## src/rtl/fftctl_pkg.sv

```systemverilog
package fftctl_pkg;
    typedef struct packed {
        logic [1:0] len;   // log2(max length / length)
        logic [1:0] str;   // log2(stream count)
    } mode_t;
endpackage

```

## src/rtl/pipe_counter.sv

```systemverilog
module pipe_counter #(
    parameter int CW = 11
) (
    input  logic          clk,
    input  logic          rst_n,
    input  logic          start_i,
    input  logic          clear_i,
    output logic [CW-1:0] cnt_o,
    output logic          run_o
);
    typedef struct packed {
        logic          run;
        logic [CW-1:0] cnt;
    } cnt_state_t;

    cnt_state_t s_d, s_q;

    always_comb begin
        s_d = s_q;
        if (clear_i) begin
            s_d = '0;
        end else if (s_q.run || start_i) begin
            s_d.run = 1'b1;
            s_d.cnt = s_q.cnt + CW'(1);
        end
    end

    always_ff @(posedge clk or negedge rst_n) begin
        if (!rst_n) s_q <= '0;
        else        s_q <= s_d;
    end

    assign cnt_o = s_q.cnt;
    assign run_o = s_q.run;

    // nothing moves the count while idle
    assert_idle_hold_R2: assert property (@(posedge clk) disable iff (!rst_n)
        (!s_q.run && !start_i && !clear_i) |=> (cnt_o == '0 && !run_o));

    // the last stage select (count LSB) toggles every running cycle
    assert_lsb_toggle_R3: assert property (@(posedge clk) disable iff (!rst_n)
        (s_q.run && !clear_i) |=> (cnt_o[0] != $past(cnt_o[0])));
endmodule

```

## src/rtl/stage_map.sv

```systemverilog
module stage_map #(
    parameter int STAGES = 11,
    parameter int STG_W  = 4
) (
    input  logic              clk,
    input  logic              rst_n,
    input  logic [STAGES-1:0] cnt_i,
    input  logic [1:0]        len_i,
    output logic [STAGES-1:0] sel_o,
    output logic [STAGES-1:0] en_o,
    output logic [STG_W-1:0]  out_stage_o,
    output logic [STAGES-1:0] lat_o
);
    localparam logic [STAGES:0] FULL = (STAGES+1)'(1) << STAGES;

    logic [STAGES:0] lat_w;

    always_comb begin
        out_stage_o = STG_W'(STAGES) - STG_W'(len_i);
        lat_w       = FULL - ((STAGES+1)'(1) << len_i);
        lat_o       = lat_w[STAGES-1:0];
    end

    for (genvar g = 0; g < STAGES; g++) begin : g_stage
        // stage g+1 switches every 2^(STAGES-1-g) cycles
        assign sel_o[g] = cnt_i[STAGES-1-g];
        assign en_o[g]  = (STG_W'(g + 1) <= out_stage_o);
        if (g > 0) begin : g_chk
            // no enabled stage behind a gated one
            assert_en_contig_R5: assert property (@(posedge clk) disable iff (!rst_n)
                en_o[g] |-> en_o[g-1]);
        end
    end
endmodule

```

## src/rtl/fft_mode_ctrl.sv

```systemverilog
module fft_mode_ctrl #(
    parameter int STAGES     = 11,
    parameter int MAX_SHRINK = 2,
    parameter int STG_W      = $clog2(STAGES + 1)
) (
    input  logic              clk,
    input  logic              rst_n,
    input  logic              in_valid,
    input  logic              cfg_load,
    input  logic [1:0]        cfg_len,
    input  logic [1:0]        cfg_streams,
    output logic [STAGES-1:0] stage_sel,
    output logic [STAGES-1:0] stage_en,
    output logic [STG_W-1:0]  out_stage,
    output logic [1:0]        rate_shift,
    output logic              out_valid
);
    import fftctl_pkg::*;

    typedef struct packed {
        mode_t mode;
        logic  ovalid;
    } ctl_state_t;

    ctl_state_t r_d, r_q;

    logic              legal, accept, running;
    logic [STAGES-1:0] cnt, lat;

    always_comb begin
        legal  = (cfg_len <= 2'(MAX_SHRINK)) && (cfg_streams <= cfg_len);
        accept = cfg_load && !in_valid && legal;
    end

    pipe_counter #(.CW(STAGES)) u_cnt (
        .clk     (clk),
        .rst_n   (rst_n),
        .start_i (in_valid),
        .clear_i (accept),
        .cnt_o   (cnt),
        .run_o   (running)
    );

    stage_map #(.STAGES(STAGES), .STG_W(STG_W)) u_map (
        .clk         (clk),
        .rst_n       (rst_n),
        .cnt_i       (cnt),
        .len_i       (r_q.mode.len),
        .sel_o       (stage_sel),
        .en_o        (stage_en),
        .out_stage_o (out_stage),
        .lat_o       (lat)
    );

    always_comb begin
        r_d = r_q;
        if (accept) begin
            r_d.mode.len = cfg_len;
            r_d.mode.str = cfg_streams;
            r_d.ovalid   = 1'b0;
        end else if ((running || in_valid) && cnt == lat - STAGES'(1)) begin
            r_d.ovalid = 1'b1;
        end
    end

    always_ff @(posedge clk or negedge rst_n) begin
        if (!rst_n) r_q <= '0;
        else        r_q <= r_d;
    end

    assign rate_shift = r_q.mode.len - r_q.mode.str;
    assign out_valid  = r_q.ovalid;

    // no mode change while samples flow
    assert_mode_hold_R8: assert property (@(posedge clk) disable iff (!rst_n)
        in_valid |=> ($stable(out_stage) && $stable(rate_shift)));

    // more streams than the length allows never changes the mode
    assert_illegal_R7: assert property (@(posedge clk) disable iff (!rst_n)
        (cfg_load && cfg_streams > cfg_len) |=> ($stable(out_stage) && $stable(rate_shift)));

    // an accepted load restarts the frame
    assert_clear_R9: assert property (@(posedge clk) disable iff (!rst_n)
        accept |=> (!out_valid && stage_sel == '0));

    // valid stays once raised until a load
    assert_valid_sticky_R10: assert property (@(posedge clk) disable iff (!rst_n)
        (out_valid && !cfg_load) |=> out_valid);

    // final stage lies within the supported range
    assert_outstage_range_R4: assert property (@(posedge clk) disable iff (!rst_n)
        (out_stage <= STG_W'(STAGES)) && (out_stage >= STG_W'(STAGES - MAX_SHRINK)));
endmodule

```

## config.mk

```make
export PLATFORM = sky130hd
export DESIGN_NAME = fft_mode_ctrl
export DESIGN_NICKNAME = d
export VERILOG_FILES = /design/src/rtl/fftctl_pkg.sv /design/src/rtl/pipe_counter.sv /design/src/rtl/stage_map.sv /design/src/rtl/fft_mode_ctrl.sv
export SDC_FILE = /design/constraint.sdc
export NUM_CORES = 1
export LEC_CHECK = 0
export CAP_MARGIN = 20
export CORE_MARGIN = 2
export CORE_UTILIZATION = 35
export CTS_BUF_LIST = sky130_fd_sc_hd__clkbuf_16
export DETAILED_ROUTE_END_ITERATION = 10
export GPL_ROUTABILITY_DRIVEN = 0
export SYNTH_ARGS = -nofsm -noshare
export SYNTH_HDL_FRONTEND = slang
export SYNTH_HIERARCHICAL = 1
export SYNTH_SLANG_ARGS = --single-unit
```

## constraint.sdc

```tcl
create_clock -name clk -period 4.2 [get_ports clk]
set_input_delay 0.84 -clock clk [delete_from_list [all_inputs] [get_ports clk]]
set_output_delay 0.84 -clock clk [all_outputs]
set_load 0.02 [all_outputs]
```

==> results of run 1 <==
## through the flow
step / hold WS [ps] / utilization / area [um^2] / cells
finish: 493 / 0.414 / 1780 / 241
global route: 525 / 0.414 / 1780 / 241
CTS: 499 / 0.414 / 1780 / 241
detailed placement: 487 / 0.395 / 1700 / 237
global placement: 478 / 0.395 / 1700 / 237
floorplan: 456 / - / 1590 / 188
## registers in the layout, summed over array words and instances (netlist names)
name,flops
u_cnt/cnt_o,11
r_q,4
out_valid,1
u_cnt/run_o,1
## report_power, final
part | total, mW | switching (mW) | leakage [nW] | internal (mW)
Sequential | 0.265 | 0.0677 | 0.219 | 0.197
Combinational | 0.480 | 0.258 | 0.468 | 0.223
Clock | 0.187 | 0.0610 | 0.0423 | 0.126
## layout make-up
cell class	instances	area [um^2]
fillers	440	2520
multi-input cells	129	898
flip-flops and latches	17	425
repair buffers	26	260
clock buffers	3	75.1
well taps	52	65.1
inverters	13	48.8
clock inverters	1	3.75
## layer usage
layer | wire length [um] | up-vias | global-route usage
met5 | 0 | - | 0
met4 | 34 | 0 | 0.0577
met3 | 72 | 2 | 0.00866
met2 | 1440 | 20 | 0.219
met1 | 1410 | 553 | 0.171
li1 | - | 595 | -
## final timing paths
check,start,to,depth (start not counted)
min in group asynchronous,rst_n,u_cnt/cnt_o[0],1
hold / removal,r_q[1],r_q[1],2
max in group asynchronous,rst_n,u_cnt/cnt_o[8],1
setup / recovery,cfg_len[1],u_cnt/cnt_o[10],9
setup reg to reg,r_q[4],out_valid,9
hold reg to reg,r_q[1],r_q[1],2
## worst min-delay path: stages, from the launching register on
cell	delay, ps
dfrtp_1	350
nand2_1	50
o21ai_0	60
## cells by family after synthesis
family | after synthesis
other cells | 2
flops | 17
compound gates | 30
buf+inv | 42
xor+xnor | 21
mux | 3
simple gates | 56
fa+ha+maj | 7
## layout by cell type (no fill, tap or decap), drive strengths merged
| cell type | count |
|---|---|
| clkdlybuf4s50 | 26 |
| dfrtp | 17 |
| inv | 14 |
| nor2 | 14 |
| conb | 12 |
| xor2 | 11 |
| xnor2 | 10 |
| o21ai | 10 |
| nand2 | 9 |
| a21oi | 8 |
| ha | 7 |
| nor2b | 5 |
| nand3 | 4 |
| nand4 | 4 |
| or3 | 4 |
| o31ai | 3 |
| clkbuf | 3 |
| mux2 | 3 |
| nor4 | 3 |
| and2 | 2 |
| nor3b | 2 |
| o211ai | 2 |
| or4 | 2 |
| nand2b | 2 |
| or2 | 2 |
| o2111ai | 2 |
| a2bb2oi | 1 |
| o32a | 1 |
| a311oi | 1 |
| and4 | 1 |
| and3 | 1 |
| nor3 | 1 |
| a21o | 1 |
| a32o | 1 |
==> impl_metrics.csv, run 1 <==
group,metric,value,unit
outcome,status,"completed",
logic_synthesis,synth_simple_gate_area_share,0.217,
sta,finalMaxSlewViolations,0,
finish,diodes,0,
routing,drtAntennaViolNets,0,
logic_synthesis,synthMuxAreaShare,0.0218,
setup_path,crit_chain,"clkdlybuf4s50_1 > inv_1 > ha_1 > nor2b_1 > o21ai_1 > nand3_1 > inv_1 > nor2_1 > mux2_2",
run,drv_cap,0,
setup_path,crit_path_max_fanout,13,
cts,postCtsSetupBuffers,0,
logic_synthesis,ys_ff_latch,17,
routing,wl_per_cell,12.3,um
die,rows,24,
logic_synthesis,synth_compound_area_frac,0.137,
routing,drt-total-wl,2960,um
setup_path,end_kind,"flop",
die,die_w,70.5,um
setup_path,max_stage_delay,470,ps
sta,rsz0062_at_grt,"false",
global_routing,grt_usage,0.130,
sta,hold_viol,0,
routing,via_per_inst,4.85,
cts,clkSlewWorstSetupHoldPaths,50,ps
setup_path,cpMostUsedCell,"inv_1",
logic_synthesis,synth_top_area_frac,0.275,
power,peakVddDrop,0.211,mV
cts,cts_tree,"yes",
logic_synthesis,avgSynthCellArea,8.70,um^2
sta,min_period,2820,ps
logic_synthesis,synth.area.top_cells,"dfrtp_1 27%, buf_4 14%, xor2_1 6.2%",
cts,clkSinkCount,17,
sta,setup_ws,1380,ps
global_routing,antenna_found_initial,0,
cts,root_buffer,"clkbuf_16",
cts,clk_latency,250,ps
setup_path,startpoint_type,"input port",
sta,worst_slew_pin_slew,798,ps
finish,syn_to_final_growth,14.7,%
setup_path,critPathTopFamily,"buffers and inverters",
finish,fin_nets,205,
die,core,4290,um^2
logic_synthesis,syn_inst,178,
logic_synthesis,netlist_area,1550,um^2
setup_path,path_buf_inv,3,
die,pin_count,37,
placed_design,post-place-ws,1110,ps
finish,drive_above_1_share,0.0741,
setup_path,worstPathRequired,4330,ps
cts,cts_max_level,1,
logic_synthesis,synth_cell_type_count,43,
setup_path,crit_slowest_cell,"clkdlybuf4s50_1",
cts,cts_resized,0,
logic_synthesis,synth_commonest_cells,"28 x buf_4, 17 x dfrtp_1, 14 x nor2_1",
global_routing,grt_remaining_overflow,0,
global_routing,grt_pass1_vias,1114,
logic_synthesis,synthAdderAreaFrac,0.0565,
logic_synthesis,synth.most_common_cell,"buf_4",
min_path,min_path_type,"flop to flop",
sta,finalSetupViolCount,0,
logic_synthesis,synth-seq-area-share,0.275,
routing,via_count,1170,
logic_synthesis,async_reset_ff_frac,1.00,
logic_synthesis,synth_top_family_by_area,"simple AND/OR/NAND/NOR gates",
logic_synthesis,synth-edff-count,0,
logic_synthesis,synth_xor_area_frac,0.119,
placed_design,port_buffers,26,
sta,final.period_utilization,0.670,
power,power,0.932,mW
setup_path,crit_arrival,2950,ps
setup_path,rrSetupSlack,1740,ps
power,power_density,525,nW/um^2
logic_synthesis,yosys_warnings,6,
cts,cts_buffers,3,
sta,max_freq,0.355,GHz
sta,setup_tns,0,ps
cts,cts-hold-fix-buffers,0,
routing,drc,0,
die,start_util,0.361,
die,die_h,70.5,um
global_routing,grt_pass1_wl,5190,um
setup_path,worstSetupPathType,"input port to flop",
logic_synthesis,ys.flop_type,"dfrtp_1",
routing,first_iter_violations,21,
global_routing,grt_max_degree,18,
sta,max_slew_margin,0.466,
logic_synthesis,synth_top_cell_by_area,"dfrtp_1",
die,die_area,4970,um^2
placed_design,dp_hpwl,2290,um
routing,first_pass_iters,4,
sta,skew,1.66,ps
cts,max-clock-path-buffers,2,
power,leakage,0.729,nW
Power figures use the tool's default switching activity.
==> run 2: changes to the inputs <==
clock period = 2.9 ns   (was 4.2 ns; I/O delays follow)
==> impl_metrics.csv, run 2 (synthesis gave the netlist of run 1 again) <==
group,metric,value,unit
setup_path,r2r_end,"out_valid",
setup_path,crit_path_end,"rate_shift[1]",
finish,final_cells,245,
power,switching_share,0.417,
cts,clkSlewWorstSetupHoldPaths,50,ps
global_routing,grt_max_degree,18,
die,start_util,0.361,
setup_path,end_kind,"output port",
finish,drive_above_1_share,0.0933,
outcome,status,"completed",
sta,finalSetupViolCount,0,
min_path,hp-start,"r_q[1]",
power,leakage,0.749,nW
setup_path,crit_arrival,1880,ps
power,switchingPower,0.576,mW
setup_path,worstRegToRegCells,9,
sta,finalMaxSlewViolations,0,
finish,largest_reg_flops,11,
die,die_area,4970,um^2
power,pwr-share-seq,0.278,
min_path,min_path_type,"flop to flop",
global_routing,grt_pass1_vias,1135,
cts,cts_tree,"yes",
setup_path,worstPathRequired,2320,ps
power,comb_power_share,0.526,
global_routing,grt_usage,0.135,
setup_path,cp-startpoint,"r_q[3]",
sta,hold_viol,0,
placed_design,dp_hpwl,2360,um
cts,root_buffer,"clkbuf_16",
setup_path,crit_slowest_cell,"clkdlybuf4s50_1",
sta,max_slew_margin,0.473,
die,die_h,70.5,um
placed_design,port_buffers,26,
cts,max-clock-path-buffers,2,
run,drv_cap,0,
setup_path,worstSetupPathType,"flop to output port",
power,clockPowerShare,0.196,
routing,via_count,1198,
power,peakVddDrop,0.327,mV
routing,drt-total-wl,3110,um
finish,final_cell_mix,"26 x clkdlybuf4s50_1, 17 x dfrtp_1, 14 x inv_1, 14 x nor2_1, 12 x conb_1",
cts,cts_buffers,3,
die,core,4290,um^2
sta,max_freq,0.406,GHz
sta,worst_slew_pin_slew,787,ps
global_routing,grt_pass1_wl,5350,um
cts,clk_latency,240,ps
setup_path,rrSetupSlack,500,ps
placed_design,place_inst,241,
setup_path,startpoint_type,"flop",
global_routing,antenna_found_initial,0,
die,pin_count,37,
setup_path,cpMostUsedCell,"xnor2_1",
die,rows,24,
setup_path,worstReg2RegStart,"r_q[4]",
setup_path,crit_path_max_fanout,8,
finish,syn_to_final_growth,16.6,%
routing,drtAntennaViolNets,0,
cts,clkSinkCount,17,
finish,diodes,0,
power,internal_power,0.807,mW
cts,cts_max_level,1,
global_routing,grt_remaining_overflow,0,
routing,first_pass_iters,4,
finish,fin_nets,209,
routing,drc,0,
cts,cts_resized,0,
die,die_w,70.5,um
sta,final.period_utilization,0.848,
routing,via_per_inst,4.89,
setup_path,crit_chain,"inv_1 > ha_1 > xnor2_1 > xnor2_1 > clkdlybuf4s50_1",
setup_path,max_stage_delay,620,ps
routing,first_iter_violations,33,
sta,skew,0.656,ps
sta,min_period,2460,ps
finish,final_common_cell,"clkdlybuf4s50_1",
sta,setup_tns,0,ps
power,power_density,765,nW/um^2
routing,wl_per_cell,12.7,um
cts,postCtsSetupBuffers,0,
cts,cts-hold-fix-buffers,0,
sta,rsz0062_at_grt,"false",
[run 2: cell types whose count changed in the layout (fill, tap and decap cells not counted)]
cell / before / now
buf_4: 0 / 4
[run 2: critical path: cells and delay by family, from the launching register on]
family	cells	cell delay, ps
fa+ha+maj	1	190
buf+inv	2	690
xor+xnor	2	310
flops	1	450
[run 2: worst min path at each step]
stage           endpoint  cells after the start
3_5_place_dp      r_q[1]                      2
2_1_floorplan  out_valid                      0
4_1_cts           r_q[1]                      2
5_1_grt           r_q[1]                      2
3_3_place_gp      r_q[1]                      2
6_report          r_q[1]                      2
[run 2: layout make-up]
class | count | area [um^2]
Multi-Input combinational cell | 129 | 898
Tap cell | 52 | 65.1
Clock inverter | 1 | 3.75
Sequential cell | 17 | 425
Clock buffer | 3 | 75.1
Fill cell | 437 | 2490
Timing Repair Buffer | 30 | 290
Inverter | 13 | 48.8
[run 2: metrics by stage]
step                utilization  setup WS (ps)  power (mW)  instance area, um^2  hold slack (ps)
floorplan                     -            675       0.941                 1590              284
global placement          0.402            421        1.11                 1730              477
detailed placement        0.402            424        1.11                 1730              485
CTS                       0.421            407        1.40                 1810              497
global route              0.421            295        1.50                 1810              550
finish                    0.421            439        1.38                 1810              489
[run 2: power groups by stage]
stage	registers [mW]	logic, mW	clock network, mW
2_1_floorplan	0.363	0.578	0
3_3_place_gp	0.389	0.721	0
3_5_place_dp	0.391	0.724	0
4_1_cts	0.387	0.732	0.280
5_1_grt	0.399	0.808	0.289
6_report	0.384	0.727	0.271
[run 2: per-layer routing]
layer,global-route usage,wire length [um],part of all wire
met3,0.0216,73,0.024
met4,0.0641,49,0.016
met1,0.181,1540,0.49
met5,0,0,0
met2,0.212,1450,0.47
